[src/rtl/twd_pkg.sv]
package twd_pkg;

    typedef enum logic [2:0] {
        ST_IDLE   = 3'd0,
        ST_RD_REQ = 3'd1,
        ST_RD_RSP = 3'd2,
        ST_XFER   = 3'd3,
        ST_WB_REQ = 3'd4,
        ST_WB_RSP = 3'd5
    } walk_state_e;

    typedef enum logic [1:0] {
        PH_IDLE  = 2'd0,
        PH_FETCH = 2'd1,
        PH_XFER  = 2'd2,
        PH_WB    = 2'd3
    } walk_phase_e;

endpackage

[src/rtl/twd_regs.sv]
module twd_regs #(
    parameter int ADDR_W     = 32,
    parameter int DESC_BYTES = 16
) (
    input  logic              clk,
    input  logic              rst_n,
    input  logic              run_wr,
    input  logic              run_wdata,
    input  logic              base_wr,
    input  logic [ADDR_W-1:0] base_wdata,
    input  logic              halt,
    input  logic              advance,
    input  logic              last_flag,
    input  logic              idle,
    output logic              run_o,
    output logic              start_o,
    output logic [ADDR_W-1:0] ptr_o
);

    localparam logic [ADDR_W-1:0] STEP = ADDR_W'(DESC_BYTES);

    logic              run_q;
    logic              run_d1;
    logic [ADDR_W-1:0] base_q;
    logic [ADDR_W-1:0] ptr_q;

    // run bit: a halt from the walker wins over a software write
    always_ff @(posedge clk) begin
        if (!rst_n) begin
            run_q  <= 1'b0;
            run_d1 <= 1'b0;
        end else begin
            if (halt) begin
                run_q <= 1'b0;
            end else if (run_wr) begin
                run_q <= run_wdata;
            end
            run_d1 <= run_q;
        end
    end

    // base register and walk pointer
    always_ff @(posedge clk) begin
        if (!rst_n) begin
            base_q <= '0;
            ptr_q  <= '0;
        end else begin
            if (base_wr) begin
                base_q <= base_wdata;
                ptr_q  <= base_wdata;
            end else if (advance) begin
                ptr_q <= last_flag ? base_q : ptr_q + STEP;
            end
        end
    end

    assign run_o   = run_q;
    assign start_o = run_q & ~run_d1 & idle;
    assign ptr_o   = ptr_q;

endmodule

[src/rtl/twd_desc_store.sv]
module twd_desc_store #(
    parameter int ADDR_W      = 32,
    parameter int DATA_W      = 32,
    parameter int LEN_W       = 16,
    parameter int FETCH_WORDS = 3,
    parameter int IDX_W       = 2
) (
    input  logic              clk,
    input  logic              rst_n,
    input  logic              cap_en,
    input  logic [IDX_W-1:0]  cap_idx,
    input  logic [DATA_W-1:0] rdata,
    output logic [DATA_W-1:0] word0,
    output logic [LEN_W-1:0]  buf_len,
    output logic [ADDR_W-1:0] buf_addr
);

    localparam logic [IDX_W-1:0] FLAG_WORD = IDX_W'(0);
    localparam logic [IDX_W-1:0] LEN_WORD  = IDX_W'(1);
    localparam logic [IDX_W-1:0] ADDR_WORD = IDX_W'(FETCH_WORDS - 1);

    logic [DATA_W-1:0] flags_q;
    logic [LEN_W-1:0]  len_q;
    logic [ADDR_W-1:0] addr_q;

    always_ff @(posedge clk) begin
        if (!rst_n) begin
            flags_q <= '0;
            len_q   <= '0;
            addr_q  <= '0;
        end else if (cap_en) begin
            if (cap_idx == FLAG_WORD) flags_q <= rdata;
            if (cap_idx == LEN_WORD)  len_q   <= rdata[DATA_W-1 -: LEN_W];
            if (cap_idx == ADDR_WORD) addr_q  <= rdata[ADDR_W-1:0];
        end
    end

    assign word0    = flags_q;
    assign buf_len  = len_q;
    assign buf_addr = addr_q;

endmodule

[src/rtl/twd_fsm.sv]
module twd_fsm
    import twd_pkg::*;
#(
    parameter int ADDR_W      = 32,
    parameter int DATA_W      = 32,
    parameter int LEN_W       = 16,
    parameter int WORD_BYTES  = 4,
    parameter int FETCH_WORDS = 3,
    parameter int IDX_W       = 2
) (
    input  logic              clk,
    input  logic              rst_n,
    input  logic              start,
    input  logic              run,
    input  logic [ADDR_W-1:0] ptr,
    input  logic [DATA_W-1:0] word0,
    input  logic [LEN_W-1:0]  buf_len,
    input  logic [ADDR_W-1:0] buf_addr,
    output logic              mem_req_valid,
    input  logic              mem_req_ready,
    output logic              mem_req_write,
    output logic [ADDR_W-1:0] mem_req_addr,
    output logic [DATA_W-1:0] mem_req_wdata,
    input  logic              mem_rsp_valid,
    input  logic              rsp_valid_bit,
    output logic              xfer_req,
    output logic [ADDR_W-1:0] xfer_addr,
    output logic [LEN_W-1:0]  xfer_len,
    input  logic              xfer_done,
    output logic              cap_en,
    output logic [IDX_W-1:0]  cap_idx,
    output logic              halt,
    output logic              advance,
    output logic              idle,
    output logic [1:0]        status
);

    localparam logic [IDX_W-1:0]  LAST_IDX   = IDX_W'(FETCH_WORDS - 1);
    localparam logic [DATA_W-1:0] CLR_VALID  = {1'b0, {(DATA_W-1){1'b1}}};
    localparam logic [ADDR_W-1:0] WORD_STEP  = ADDR_W'(WORD_BYTES);

    walk_state_e      state_q, state_d;
    logic [IDX_W-1:0] idx_q, idx_d;

    // state register
    always_ff @(posedge clk) begin
        if (!rst_n) begin
            state_q <= ST_IDLE;
            idx_q   <= '0;
        end else begin
            state_q <= state_d;
            idx_q   <= idx_d;
        end
    end

    // transitions
    always_comb begin
        state_d = state_q;
        idx_d   = idx_q;
        unique case (state_q)
            ST_IDLE: begin
                idx_d = '0;
                if (start) state_d = ST_RD_REQ;
            end
            ST_RD_REQ: begin
                if (mem_req_ready) state_d = ST_RD_RSP;
            end
            ST_RD_RSP: begin
                if (mem_rsp_valid) begin
                    if (idx_q == '0 && !rsp_valid_bit) begin
                        state_d = ST_IDLE;
                        idx_d   = '0;
                    end else if (idx_q == LAST_IDX) begin
                        state_d = ST_XFER;
                        idx_d   = '0;
                    end else begin
                        state_d = ST_RD_REQ;
                        idx_d   = idx_q + 1'b1;
                    end
                end
            end
            ST_XFER: begin
                if (xfer_done) state_d = ST_WB_REQ;
            end
            ST_WB_REQ: begin
                if (mem_req_ready) state_d = ST_WB_RSP;
            end
            ST_WB_RSP: begin
                if (mem_rsp_valid) state_d = run ? ST_RD_REQ : ST_IDLE;
            end
            default: state_d = ST_IDLE;
        endcase
    end

    // outputs
    always_comb begin
        mem_req_valid = 1'b0;
        mem_req_write = 1'b0;
        mem_req_addr  = ptr;
        mem_req_wdata = '0;
        xfer_req      = 1'b0;
        cap_en        = 1'b0;
        halt          = 1'b0;
        advance       = 1'b0;
        idle          = 1'b0;
        status        = PH_IDLE;
        unique case (state_q)
            ST_IDLE: begin
                idle = 1'b1;
            end
            ST_RD_REQ: begin
                mem_req_valid = 1'b1;
                mem_req_addr  = ptr + ADDR_W'(idx_q) * WORD_STEP;
                status        = PH_FETCH;
            end
            ST_RD_RSP: begin
                cap_en = mem_rsp_valid;
                halt   = mem_rsp_valid && (idx_q == '0) && !rsp_valid_bit;
                status = PH_FETCH;
            end
            ST_XFER: begin
                xfer_req = 1'b1;
                status   = PH_XFER;
            end
            ST_WB_REQ: begin
                mem_req_valid = 1'b1;
                mem_req_write = 1'b1;
                mem_req_wdata = word0 & CLR_VALID;
                status        = PH_WB;
            end
            ST_WB_RSP: begin
                advance = mem_rsp_valid;
                status  = PH_WB;
            end
            default: idle = 1'b1;
        endcase
    end

    assign cap_idx   = idx_q;
    assign xfer_addr = buf_addr;
    assign xfer_len  = buf_len;


    req_hold_chk: assert property (@(posedge clk) disable iff (!rst_n)
        (mem_req_valid && !mem_req_ready) |=>
            (mem_req_valid && $stable(mem_req_addr) && $stable(mem_req_write)));


    xfer_hold_chk: assert property (@(posedge clk) disable iff (!rst_n)
        (xfer_req && !xfer_done) |=>
            (xfer_req && $stable(xfer_addr) && $stable(xfer_len)));


    wb_after_done_chk: assert property (@(posedge clk) disable iff (!rst_n)
        $rose(mem_req_valid && mem_req_write) |-> $past(xfer_done));


    wb_clears_valid_chk: assert property (@(posedge clk) disable iff (!rst_n)
        (mem_req_valid && mem_req_write) |-> !mem_req_wdata[DATA_W-1]);

endmodule

[src/rtl/tx_desc_walker.sv]
module tx_desc_walker
    import twd_pkg::*;
#(
    parameter int ADDR_W      = 32,
    parameter int DATA_W      = 32,
    parameter int LEN_W       = 16,
    parameter int DESC_BYTES  = 16,
    parameter int FETCH_WORDS = 3
) (
    input  logic              clk,
    input  logic              rst_n,
    input  logic              run_wr,
    input  logic              run_wdata,
    input  logic              base_wr,
    input  logic [ADDR_W-1:0] base_wdata,
    output logic              run_o,
    output logic              mem_req_valid,
    input  logic              mem_req_ready,
    output logic              mem_req_write,
    output logic [ADDR_W-1:0] mem_req_addr,
    output logic [DATA_W-1:0] mem_req_wdata,
    input  logic              mem_rsp_valid,
    input  logic [DATA_W-1:0] mem_rsp_rdata,
    output logic              xfer_req,
    output logic [ADDR_W-1:0] xfer_addr,
    output logic [LEN_W-1:0]  xfer_len,
    input  logic              xfer_done,
    output logic [1:0]        status
);

    localparam int WORD_BYTES = DATA_W / 8;
    localparam int IDX_W      = $clog2(FETCH_WORDS + 1);

    logic              start;
    logic              halt;
    logic              advance;
    logic              idle;
    logic              cap_en;
    logic [IDX_W-1:0]  cap_idx;
    logic [ADDR_W-1:0] ptr;
    logic [DATA_W-1:0] word0;
    logic [LEN_W-1:0]  buf_len;
    logic [ADDR_W-1:0] buf_addr;

    twd_regs #(
        .ADDR_W     (ADDR_W),
        .DESC_BYTES (DESC_BYTES)
    ) u_regs (
        .clk        (clk),
        .rst_n      (rst_n),
        .run_wr     (run_wr),
        .run_wdata  (run_wdata),
        .base_wr    (base_wr),
        .base_wdata (base_wdata),
        .halt       (halt),
        .advance    (advance),
        .last_flag  (word0[DATA_W-2]),
        .idle       (idle),
        .run_o      (run_o),
        .start_o    (start),
        .ptr_o      (ptr)
    );

    twd_desc_store #(
        .ADDR_W      (ADDR_W),
        .DATA_W      (DATA_W),
        .LEN_W       (LEN_W),
        .FETCH_WORDS (FETCH_WORDS),
        .IDX_W       (IDX_W)
    ) u_store (
        .clk      (clk),
        .rst_n    (rst_n),
        .cap_en   (cap_en),
        .cap_idx  (cap_idx),
        .rdata    (mem_rsp_rdata),
        .word0    (word0),
        .buf_len  (buf_len),
        .buf_addr (buf_addr)
    );

    twd_fsm #(
        .ADDR_W      (ADDR_W),
        .DATA_W      (DATA_W),
        .LEN_W       (LEN_W),
        .WORD_BYTES  (WORD_BYTES),
        .FETCH_WORDS (FETCH_WORDS),
        .IDX_W       (IDX_W)
    ) u_fsm (
        .clk           (clk),
        .rst_n         (rst_n),
        .start         (start),
        .run           (run_o),
        .ptr           (ptr),
        .word0         (word0),
        .buf_len       (buf_len),
        .buf_addr      (buf_addr),
        .mem_req_valid (mem_req_valid),
        .mem_req_ready (mem_req_ready),
        .mem_req_write (mem_req_write),
        .mem_req_addr  (mem_req_addr),
        .mem_req_wdata (mem_req_wdata),
        .mem_rsp_valid (mem_rsp_valid),
        .rsp_valid_bit (mem_rsp_rdata[DATA_W-1]),
        .xfer_req      (xfer_req),
        .xfer_addr     (xfer_addr),
        .xfer_len      (xfer_len),
        .xfer_done     (xfer_done),
        .cap_en        (cap_en),
        .cap_idx       (cap_idx),
        .halt          (halt),
        .advance       (advance),
        .idle          (idle),
        .status        (status)
    );


    halt_stops_run_chk: assert property (@(posedge clk) disable iff (!rst_n)
        halt |=> (!run_o && status == PH_IDLE && !xfer_req));


    start_from_idle_chk: assert property (@(posedge clk) disable iff (!rst_n)
        start |=> (status == PH_FETCH && mem_req_valid && mem_req_addr == $past(ptr)));

endmodule

[config.mk]
export PLATFORM = sky130hd
export DESIGN_NAME = tx_desc_walker
export DESIGN_NICKNAME = d
export VERILOG_FILES = /design/src/rtl/twd_pkg.sv /design/src/rtl/twd_regs.sv /design/src/rtl/twd_desc_store.sv /design/src/rtl/twd_fsm.sv /design/src/rtl/tx_desc_walker.sv
export SDC_FILE = /design/constraint.sdc
export NUM_CORES = 1
export LEC_CHECK = 0
export ABC_AREA = 0
export BUFFER_PORTS_ARGS = -buffer_cell sky130_fd_sc_hd__buf_2
export CAP_MARGIN = 30
export CELL_PAD_IN_SITES_DETAIL_PLACEMENT = 1
export CELL_PAD_IN_SITES_GLOBAL_PLACEMENT = 1
export CORE_MARGIN = 3
export CORE_UTILIZATION = 38
export DETAILED_ROUTE_END_ITERATION = 16
export PLACE_DENSITY_LB_ADDON = 0.1
export REMOVE_ABC_BUFFERS = 1
export SLEW_MARGIN = 10
export SYNTH_ARGS = -nofsm -noshare
export SYNTH_HDL_FRONTEND = slang
export SYNTH_SLANG_ARGS = --single-unit
[constraint.sdc]
create_clock -name clk -period 3.85 [get_ports clk]
set_clock_uncertainty 0.15 [all_clocks]
set_input_delay 0.77 -clock clk [delete_from_list [all_inputs] [get_ports clk]]
set_output_delay 0.77 -clock clk [all_outputs]
set_load 0.005 [all_outputs]
# Yosys cells after proc, flatten, opt, wreduce, memory -nomap -nowiden
# Cells that the tools add are included.
# classes
n_mux	27
eq_ne	13
reduce_logical	18
n_bitwise	4
addsub	3
# op_table
cell	count
$mux 32	4
$add 32x4->32	1
$add 32x5->32 const B	1
$mux 31	1
$mux 3	7
$pmux 3 s6	1
$ne 2x2->1 const B	6
$mux 1	8
$mux 2	4
$reduce_and 2->1	4
$reduce_or 2->1	4
$eq 3x2->1 const B	2
$eq 3x3->1 const B	2
$pmux 2 s3	1
$reduce_and 6->1	1
$reduce_or 5->1	1
$pmux 2 s2	1
$reduce_bool 2->1	2
$eq 3x1->1 const B	1
$logic_and 1x1->1	3
$logic_not 3->1	1
$add 2x1->2 const B	1
$and 1x1->1	2
$eq 2x1->1 const B	1
other kinds (4)	5
# word_totals
register_bits	150
wordCells	74
output_inout_bits	118
in_bits	72

# Depth between registers and ports, before layout
# logic_depth
word_depth	6
depth_mapped	8
ltp_nobuf	7

# By module
# Synthesis repeated with hierarchy kept, for this count alone.
# unflattened
cells_unflattened	976
hier_area_um2	8115.3
# modules_own_cells
mod	cells_per_inst	seq_area_each_um2	instances	area_each_um2
twd_regs	443	1321.3	1	3424.5
twd_desc_store	297	1601.5	1	3050.4
twd_fsm	236	100.1	1	1640.3

# Least setup slack after synthesis
# Ideal clock, no wire load.
# synth_path
kind	flip-flop to output port
startpoint	reg u_fsm.idx_q[0] (netlist: u_fsm.cap_idx[0])
endpoint	out mem_req_addr[16]
path_slack_ns	0.813
path_stages_with_launch	9
n_path_buf	1
required_time_ns	2.930
t_arrival_ns	2.117
cell_sequence	dfxtp_1 > ha_1 > inv_1 > fa_1 > or4b_1 > buf_2 > nor4_4 > nand3_1 > xnor2_1
# synth_between
elab_chain_cells	2
# synth_lines
item	line_no	source
start: declaration	twd_fsm.sv:43	logic [IDX_W-1:0] idx_q, idx_d;
start signal: assignment	twd_fsm.sv:52	idx_q <= idx_d;
$add 32x4->32	twd_fsm.sv:113	mem_req_addr = ptr + ADDR_W'(idx_q) * WORD_STEP;
$mux 32	twd_fsm.sv:107	unique case (state_q)
end: declaration	tx_desc_walker.sv:20	output logic [ADDR_W-1:0] mem_req_addr,
# No other way between the ends.

# Worst setup path in the final report
# layout_path
startpoint	reg u_regs.ptr_q[2] (netlist: u_regs.ptr_o[2])
endpoint	out mem_req_addr[10]
# layout_between
elab_chain_cells	2
# layout_lines
item	line_no	source
start: declaration	twd_regs.sv:25	logic [ADDR_W-1:0] ptr_q;
start signal: assignment	twd_regs.sv:50	ptr_q <= base_wdata;
start signal: assignment	twd_regs.sv:52	ptr_q <= last_flag ? base_q : ptr_q + STEP;
$add 32x4->32	twd_fsm.sv:113	
$mux 32	twd_fsm.sv:107	
# No other way between the ends.

==> key figures <==
GRT
  • Largest net degree at the start of global routing: 41
  • Tot GR Track Use: 23.4%
  • Initial antenna violation count: 0
  • Total grt overflow: 0
  • Wire length of the first global-routing pass: 40800 um
  • Vias in the first global route: 7373

Yosys
  • Syn. warnings: 0
  • Async SR Flop Fraction: 0%
  • Synth Cell Area: 7490 sq um
  • Synth unique cells: 76
  • Average size of a mapped cell: 7.71 sq um
  • Mapped Cells: 971
  • Sequential-to-total area share from yosys stat: 40.1%
  • Top FF cell, synth: dfxtp_1
  • #FFs+latches synth: 150
  • Number of synthesized flops with an enable pin: 0

Placed design
  • Dpl hpwl: 18400 um
  • Worst slack, placed: 0.415 ns
  • Dpl cells: 1363
  • GPL Wtd Cong: 0.845
  • # port buffers: 188

Floorplan
  • Num rows: 50
  • Chip Height: 146 um
  • Die ar.: 21400 sq um
  • Core Box Area: 19000 sq um
  • Die X: 146 um
  • Starting utilization of the core area: 39.4%
  • Ports: 190

Routing
  • Via-to-Cell Ratio: 5.36
  • Drt wl/cell: 18.3 um
  • Antenna Violating Nets Remaining: 0
  • Drt initial violations: 406
  • Post-Route WL: 25500 um
  • Drc violations: 0
  • Vias: 7473
  • Drt first pass iters: 7

Finish
  • Sequential Area: 3000 sq um
  • Fillers: 2422
  • Layout cell share with drive strength beyond 1: 23.9%
  • Synth-to-layout area growth: 22.9%
  • Multi-input gate area: 4070 sq um
  • Post-layout util: 48.4%
  • Final nets: 1198
  • Ant diodes: 0
  • Finished Layout Cells: 1395

Pwr
  • Pwr dens: 416 nW/um^2
  • Worst IR Drop VDD: 0.000287 V
  • Final Power: 3.83 mW
  • Leakage: 3.75 nW

Timing
  • Final WS setup: 0.208 ns
  • Final period util: 94.6%
  • Minimum clock period: 3.64 ns
  • RSZ-0062 raised after global routing: no
  • Slew Viols, Final: 0
  • Final Hold Vio Count: 0
  • Final setup TNS: 0 ns
  • Tightest Pin Transition: 0.993 ns
  • Slew HR: 33.4%
  • Final setup viols: 0
  • Highest clock rate: 0.275 GHz

CTS
  • Clock tree from TritonCTS: done
  • TritonCTS Buffers: 17
  • Postcts setup bufs: 0
  • Max Buffers Root-to-Sink: 2
  • Skew-Pair Late Insertion Delay: 0.42 ns
  • TritonCTS Sinks: 150
  • H-tree levels: 4
  • Reg clk slew, reported paths: 0.07 ns
  • CTS Root Buffer Type: clkbuf_16

Critical path
  • Critical Path End Type: primary output
  • Arrival @ worst endpoint: 2.72 ns
  • Worst flop-to-flop path endpoint: u_regs.ptr_o[23]
  • Crit start category: register
  • Crit Path Class: register to primary output
  • Reg2reg setup slack: 1.11 ns
  • Crit path required time: 2.93 ns
  • Path depth of the worst reg2reg path: 5
  • CP Max Fanout: 6
  • Reg2reg start: u_fsm.state_q[0]

Worst hold path
  • Hold wc startpoint: u_store.word0[7]
  • Hold endpoint: u_store.word0[7]
  • Hold Crit Class: register to register
  • Worst hold stages: 2

Flow run
  • Max-cap violations: 0

Outcome
  • Status: finished clean
## routing by layer
layer,vias to the layer above,wire length [um],global-route usage [%]
met5,-,0,0
met4,0,449,7.01
met3,37,1170,3.72
met2,211,11300,35.2
met1,3575,12600,34.5
li1,3650,-,-
## synth_stat cells, types with 3 or more instances
master      n  area, sq um
a21oi_1   109          546
xor2_1      8         70.1
a31o_2      4         35.0
nand2b_1    6         37.5
o22ai_1     7         43.8
clkbuf_1   46          173
ha_1        3         37.5
o21a_1      3         22.5
nand3_1    23          115
inv_1      14         52.6
a211oi_1    5         37.5
o311ai_0    3         26.3
dfxtp_1   150         3000
o21ai_0    14         70.1
and4_1      5         43.8
nand2_1   229          860
and2_1     34          213
nor2_1     61          229
o31a_1      8         70.1
nor3_1     19         95.1
a22o_1      6         52.6
a22oi_1     7         52.6
a31oi_1     3         18.8
or3_1       4         25.0
xnor2_1    24          210
nand4_1    19          119
buf_2      29          145
buf_1       5         18.8
o31ai_1     4         30.0
o211ai_1    6         45.0
nor2b_1     5         31.3
or4_1       5         37.5
mux2i_1    29          290
nor4_1     14         87.6
buf_4       3         22.5
o32ai_1     4         35.0
## where the power goes
| part | internal (mW) | switching (mW) | total (mW) |
|---|---|---|---|
| registers | 1.61 | 0.0639 | 1.68 |
| clock network | 0.923 | 0.765 | 1.69 |
| logic | 0.190 | 0.275 | 0.465 |
## worst max path at each step
stage	start	to	slack (ns)	cells after the start
CTS	u_fsm.cap_idx[1]	mem_req_addr[10]	0.14	7
floorplan	rst_n	u_regs.ptr_o[24]	0.18	4
global placement	u_fsm.cap_idx[1]	mem_req_addr[10]	0.52	7
global route	u_regs.ptr_o[2]	mem_req_addr[10]	0.09	8
finish	u_regs.ptr_o[2]	mem_req_addr[10]	0.21	8
detailed placement	u_fsm.cap_idx[1]	mem_req_addr[10]	0.41	7
## cell type report
type / count / share of cell area, %
flip-flops and latches: 150 / 32.6
multi-input cells: 722 / 44.2
inverters: 14 / 0.598
repair buffers: 217 / 12.7
well taps: 260 / 3.53
clock inverters: 15 / 1.70
clock buffers: 17 / 4.62
## kinds of logic after synthesis
| kind of cell | Yosys count | share of synthesized area [%] |
|---|---|---|
| other | 1 | 0.0501 |
| flip-flops | 150 | 40.1 |
| AND/OR/NAND/NOR | 449 | 28.5 |
| AO/OA/AOI/OAI | 206 | 17.2 |
| adder cells (fa/ha/maj) | 4 | 0.768 |
| buffers and inverters | 99 | 5.63 |
| XOR/XNOR | 32 | 3.74 |
| multiplexers | 30 | 4.03 |
## worst max-delay path, cell delays in order, from the launching register on
cell     delay (ns)
dfxtp_1        0.35
ha_1           0.18
inv_1          0.05
fa_1           0.38
or4b_4         0.60
buf_4          0.20
nor3_1         0.21
xor2_1         0.20
buf_2          0.14
## cell usage in the layout, fill, tap and decap left out, drive strengths merged, types with 4 or more instances in the layout
cell / instances
dfxtp: 150
buf: 217
xor2: 8
o31a: 8
a211oi: 5
o21ai: 15
nor3: 19
nand2b: 6
mux2i: 29
nor4: 16
and4: 5
o22ai: 7
nor2b: 5
or4: 6
nand4: 21
nand2: 230
a31o: 4
nand3: 24
inv: 25
and2: 35
nor2: 62
o31ai: 4
a22o: 6
clkbuf: 17
or3: 4
o32ai: 4
xnor2: 24
a21oi: 109
a22oi: 7
o211ai: 6
## metrics by stage
step           hold WS [ns]  area, sq um
5_1_grt               0.319         9210
3_3_place_gp          0.288         8620
4_1_cts               0.304         9210
6_report              0.299         9210
3_5_place_dp          0.293         8620
2_1_floorplan         0.282         7120
## registers in the layout (all words and copies together), names as in the netlist
register	count
u_fsm.cap_idx	2
u_fsm.state_q	3
u_regs.base_q	32
u_regs.ptr_o	32
u_regs.run_d1	1
u_regs.run_o	1
u_store.buf_addr	32
u_store.buf_len	16
u_store.word0	31
## timing repair
| item | CTS | global route |
|---|---|---|
| resized for setup | 1 | 1 |
| hold buffers | 0 | 0 |
| hold endpoints to repair | 0 | 0 |
| setup endpoints to repair | 1 | 1 |
No activity file was read; power rests on OpenSTA's default activity.
